`config.mk`:
```
export PLATFORM = sky130hd
export DESIGN_NAME = burst_prog_seq
export DESIGN_NICKNAME = d
export VERILOG_FILES = /design/src/rtl/burst_prog_seq.sv
export SDC_FILE = /design/constraint.sdc
export NUM_CORES = 1
export LEC_CHECK = 0
export CAP_MARGIN = 10
export CORE_MARGIN = 1.5
export CORE_UTILIZATION = 28
export DETAILED_ROUTE_END_ITERATION = 10
export DONT_BUFFER_PORTS = 1
export GPL_TIMING_DRIVEN = 0
export SETUP_SLACK_MARGIN = 0.4
export SYNTH_ARGS = -nofsm -noshare
export SYNTH_HDL_FRONTEND = slang
export SYNTH_SLANG_ARGS = --single-unit
```
`constraint.sdc`:
```
create_clock -name clk -period 2.2 [get_ports clk]
set_input_delay 0.44 -clock clk [delete_from_list [all_inputs] [get_ports clk]]
set_output_delay 0.44 -clock clk [all_outputs]
set_load 0.1 [all_outputs]
```
`src/rtl/burst_prog_seq.sv`:
```
module burst_prog_seq #(
  parameter int AW         = 20,
  parameter int DW         = 16,
  parameter int HI_LSB     = 17,
  parameter int CMD_AW     = 11,
  parameter int RETRY      = 1,
  parameter logic [CMD_AW-1:0] CMD_ADDR = 11'h555,
  parameter logic [7:0] SETUP_CODE = 8'h20,
  parameter logic [7:0] CLEAR_CODE = 8'hF0
) (
  input  logic          clk,
  input  logic          rst_n,
  input  logic          wr_en,
  input  logic [AW-1:0] wr_addr,
  input  logic [DW-1:0] wr_data,
  input  logic          rd_stb,
  input  logic          vpp_ok,
  output logic          arr_wr_start,
  output logic [AW-1:0] arr_wr_addr,
  output logic [DW-1:0] arr_wr_data,
  input  logic          arr_wr_done,
  output logic [AW-1:0] arr_rd_addr,
  input  logic [DW-1:0] arr_rd_data,
  output logic          sts_active,
  output logic          sts_ready,
  output logic          sts_err,
  output logic          sts_vpp_err,
  output logic          sts_toggle,
  output logic          sts_ovr
);
  localparam int RW = (RETRY < 1) ? 1 : $clog2(RETRY + 1);
  localparam logic [AW-1:0] ONE = 1;

  typedef enum logic [3:0] {
    S_IDLE, S_P_START, S_P_NEXT, S_P_BUSY,
    S_V_START, S_V_NEXT, S_V_CMP, S_V_BUSY, S_FAIL
  } state_t;

  state_t               state;
  logic [AW-1:0]        waddr;
  logic [DW-1:0]        wdata;
  logic [AW-1:HI_LSB]   hi_tag;
  logic [RW-1:0]        tries;
  logic                 start;

  assign sts_ready   = (state == S_P_BUSY) || (state == S_V_CMP) || (state == S_V_BUSY);
  assign sts_active  = (state != S_IDLE);
  assign arr_wr_start = start;
  assign arr_wr_addr = waddr;
  assign arr_wr_data = wdata;
  assign arr_rd_addr = waddr;

  wire accept  = wr_en && !sts_ready;
  wire same_hi = (wr_addr[AW-1:HI_LSB] == hi_tag);
  wire is_setup = (wr_addr[CMD_AW-1:0] == CMD_ADDR) && (wr_data[7:0] == SETUP_CODE);

  always_ff @(posedge clk) begin
    if (!rst_n) begin
      state       <= S_IDLE;
      waddr       <= '0;
      wdata       <= '0;
      hi_tag      <= '0;
      tries       <= '0;
      start       <= 1'b0;
      sts_err     <= 1'b0;
      sts_vpp_err <= 1'b0;
      sts_toggle  <= 1'b0;
      sts_ovr     <= 1'b0;
    end else begin
      start <= 1'b0;
      if (rd_stb && state != S_IDLE) sts_toggle <= ~sts_toggle;
      if (wr_en && sts_ready) sts_ovr <= 1'b1;
      case (state)
        S_IDLE:
          if (accept && is_setup && vpp_ok) state <= S_P_START;
        S_P_START:
          if (accept) begin
            hi_tag <= wr_addr[AW-1:HI_LSB];
            waddr  <= wr_addr;
            wdata  <= wr_data;
            start  <= 1'b1;
            state  <= S_P_BUSY;
          end
        S_P_NEXT:
          if (accept) begin
            if (same_hi) begin
              waddr <= waddr + ONE;
              wdata <= wr_data;
              start <= 1'b1;
              state <= S_P_BUSY;
            end else begin
              state <= S_V_START;
            end
          end
        S_V_START:
          if (accept) begin
            hi_tag <= wr_addr[AW-1:HI_LSB];
            waddr  <= wr_addr;
            wdata  <= wr_data;
            tries  <= '0;
            state  <= S_V_CMP;
          end
        S_V_NEXT:
          if (accept) begin
            if (same_hi) begin
              waddr <= waddr + ONE;
              wdata <= wr_data;
              tries <= '0;
              state <= S_V_CMP;
            end else begin
              state <= S_IDLE;
            end
          end
        S_V_CMP:
          if (arr_rd_data == wdata) begin
            state <= S_V_NEXT;
          end else if (tries < RW'(RETRY)) begin
            tries <= tries + RW'(1);
            start <= 1'b1;
            state <= S_V_BUSY;
          end else begin
            sts_err <= 1'b1;
            state   <= S_FAIL;
          end
        S_P_BUSY, S_V_BUSY:
          if (!vpp_ok) begin
            sts_err     <= 1'b1;
            sts_vpp_err <= 1'b1;
            state       <= S_FAIL;
          end else if (arr_wr_done) begin
            state <= (state == S_P_BUSY) ? S_P_NEXT : S_V_CMP;
          end
        S_FAIL:
          if (accept && wr_data[7:0] == CLEAR_CODE) begin
            sts_err     <= 1'b0;
            sts_vpp_err <= 1'b0;
            state       <= S_IDLE;
          end
        default: state <= S_IDLE;
      endcase
    end
  end
endmodule

```
==> impl_metrics.env <==
export IMPL_status="completed"
export IMPL_routed_via_count=3261
export IMPL_start_kind="register"
export IMPL_synth_nets=445
export IMPL_synthTopCellsByArea="dfxtp_1 (32%), nand2_1 (8.0%), a21oi_1 (6.9%), buf_4 (4.9%), xor2_1 (4.9%)"
export IMPL_finalPower_mw=1.61
export IMPL_cts_root_buf="clkbuf_8"
export IMPL_nets=494
export IMPL_drc_errors=0
export IMPL_cp_data_arrival_time_ps=2230
export IMPL_synth_area_um2=3060
export IMPL_finalSetupViolCount=0
export IMPL_via_per_inst=5.70
export IMPL_synth_avg_cell_area_um2=7.92
export IMPL_syn_inst=386
export IMPL_die_area_um2=11500
export IMPL_crit_required_ps=2410
export IMPL_hold_class="input pin to register"
export IMPL_routed_wl_mm=11.7
export IMPL_hpwl_mm=7.76
export IMPL_fin_crit_sh_pct=91.8
export IMPL_die_w_um=107
export IMPL_yosysTopAreaCell="dfxtp_1"
export IMPL_grt_pass1_wl_mm=16.9
export IMPL_start_util_pct=29.2
export IMPL_track_usage_pct=19.1
export IMPL_drv_cap=0
export IMPL_timing_hold_ws_ps=228
export IMPL_yosysMostFrequentCell="nand2_1"
export IMPL_ios=121
export IMPL_netlist_cell_type_count=56
export IMPL_die_h_um=107
export IMPL_synthFlopType="dfxtp_1"
export IMPL_row_count=37
export IMPL_core_area_um2=10500
export IMPL_tns_ps=0
export IMPL_synth_edf_count=0
export IMPL_max_vdd_ir_drop_mv=0.211
export IMPL_grt_pass1_vias=3158
export IMPL_cts_hold_fix_buffers=0
export IMPL_slew_violations=0
export IMPL_cts_buffers=5
export IMPL_overflow=0
export IMPL_p_per_area_nw_per_um2=359
export IMPL_rsz0062_at_grt="true"
export IMPL_wire_per_inst_um=20.4
export IMPL_regToRegSetupSlack_ps=180
export IMPL_fin_crit_ps=2020
export IMPL_synthArstFlopShare_pct=0
export IMPL_crit_type="register to register"
export IMPL_clock_skew_ps=11.2
export IMPL_synth_common_cells="nand2_1 (65), dfxtp_1 (49), a21oi_1 (42)"
export IMPL_io_buffers=0
export IMPL_diodes=0
export IMPL_clock_path_buffers=2
export IMPL_drt_first_pass_iters=6
export IMPL_setup_worst_path_end_class="register"
export IMPL_ant_nets=0
export IMPL_netlist_area_leader_share_pct=32.1
export IMPL_leakagePower_nw=1.72
export IMPL_cts_tree="yes"
export IMPL_grt_max_degree=17
export IMPL_worstMarginPinSlew_ps=988
export IMPL_path_max_fanout=6
export IMPL_ys_seq_area_share_pct=32.1
export IMPL_yosys_warnings=0
export IMPL_fmaxAchievable_mhz=495
export IMPL_maxSlewHeadroom_pct=34.1
export IMPL_ys_seq_elements=49
export IMPL_clk_pin_slew_ps=100
export IMPL_hold_viol=0
export IMPL_layout_drive_gt1_share_pct=47.5
export IMPL_cts_sinks=49
export IMPL_gp_congestion=0.893
export IMPL_clock_latency_ps=320
export IMPL_htree_levels=2
export IMPL_antenna_found_initial=0
export IMPL_layout_area_overhead_vs_synth_pct=47.2
export IMPL_drtIter0Drc=180
## cell type report
| type | instances | area [um2] |
|---|---|---|
| Sequential cell | 49 | 1120 |
| Inverter | 4 | 28.8 |
| Timing Repair Buffer | 42 | 410 |
| Buffer | 47 | 452 |
| Multi-Input combinational cell | 286 | 2200 |
| Fill cell | 1014 | 5970 |
| Clock inverter | 3 | 46.3 |
| Tap cell | 136 | 170 |
| Clock buffer | 5 | 68.8 |
## layout by cell type (no fill, tap or decap), drive strengths merged, types with 5 or more instances in the layout
cell type / instances
nor2: 25
nand3: 11
o31a: 7
buf: 73
o32ai: 11
nor3: 5
a31oi: 7
and3: 6
dfxtp: 49
nand2: 65
nor4: 9
xor2: 17
a21oi: 42
clkbuf: 21
nand4: 8
## power by group
group	switching [mW]	internal [mW]	total, mW
logic	0.0531	0.0304	0.0836
clock network	0.348	0.341	0.689
registers	0.00000257	0.840	0.840
total	0.401	1.21	1.61
## cells by family after synthesis
family	count (synthesis)	share of synthesized area (%)
simple gates	160	27.5
compound gates	100	22.6
buf+inv	51	10.0
flops	49	32.1
xor+xnor	21	6.02
mux	4	1.31
fa+ha+maj	1	0.409
## worst max-delay path, cell delays in order, from the launching register on
cell      delay [ps]
dfxtp_2          330
buf_6            120
or3b_4           390
nand4b_4         200
a31o_4           320
buf_8            160
buf_12           120
o221a_4          260
## routing by layer
metal | vias up | share of wire, % | GRT usage [%]
li1 | 1493 | - | -
met1 | 1558 | 38 | 21.8
met2 | 193 | 50 | 34.0
met3 | 17 | 11 | 6.30
met4 | 0 | 1.3 | 5.26
met5 | - | 0 | 0
## what timing repair did
action,CTS,global route
resized for setup,90,54
pin swaps,24,28
hold endpoints to repair,0,0
setup endpoints to repair,51,46
cloned,2,2
setup buffers,25,13
## stage by stage
step / setup slack [ps] / instance area, um2 / cells / util [%]
3_3_place_gp: 65.7 / 3370 / 522 / 32.3
4_1_cts: 207 / 4110 / 557 / 39.3
2_1_floorplan: 270 / 3200 / 386 / -
3_5_place_dp: 28.2 / 3370 / 522 / 32.3
6_report: 180 / 4500 / 572 / 43.0
5_1_grt: 133 / 4500 / 572 / 43.0
## state kept, by name, summed over array words and instances (netlist names)
name and count:
arr_rd_addr 20, arr_wr_data 16, state 4, hi_tag 3, arr_wr_start 1, sts_err 1, sts_ovr 1, sts_toggle 1
sts_vpp_err 1, tries 1
## final timing paths
kind	start	end	depth (start not counted)
setup / recovery	state[2]	arr_rd_addr[12]	7
hold / removal	wr_data[5]	arr_wr_data[5]	2
setup reg to reg	state[2]	arr_rd_addr[12]	7
hold reg to reg	tries	tries	2
Power figures use the tool's default switching activity.
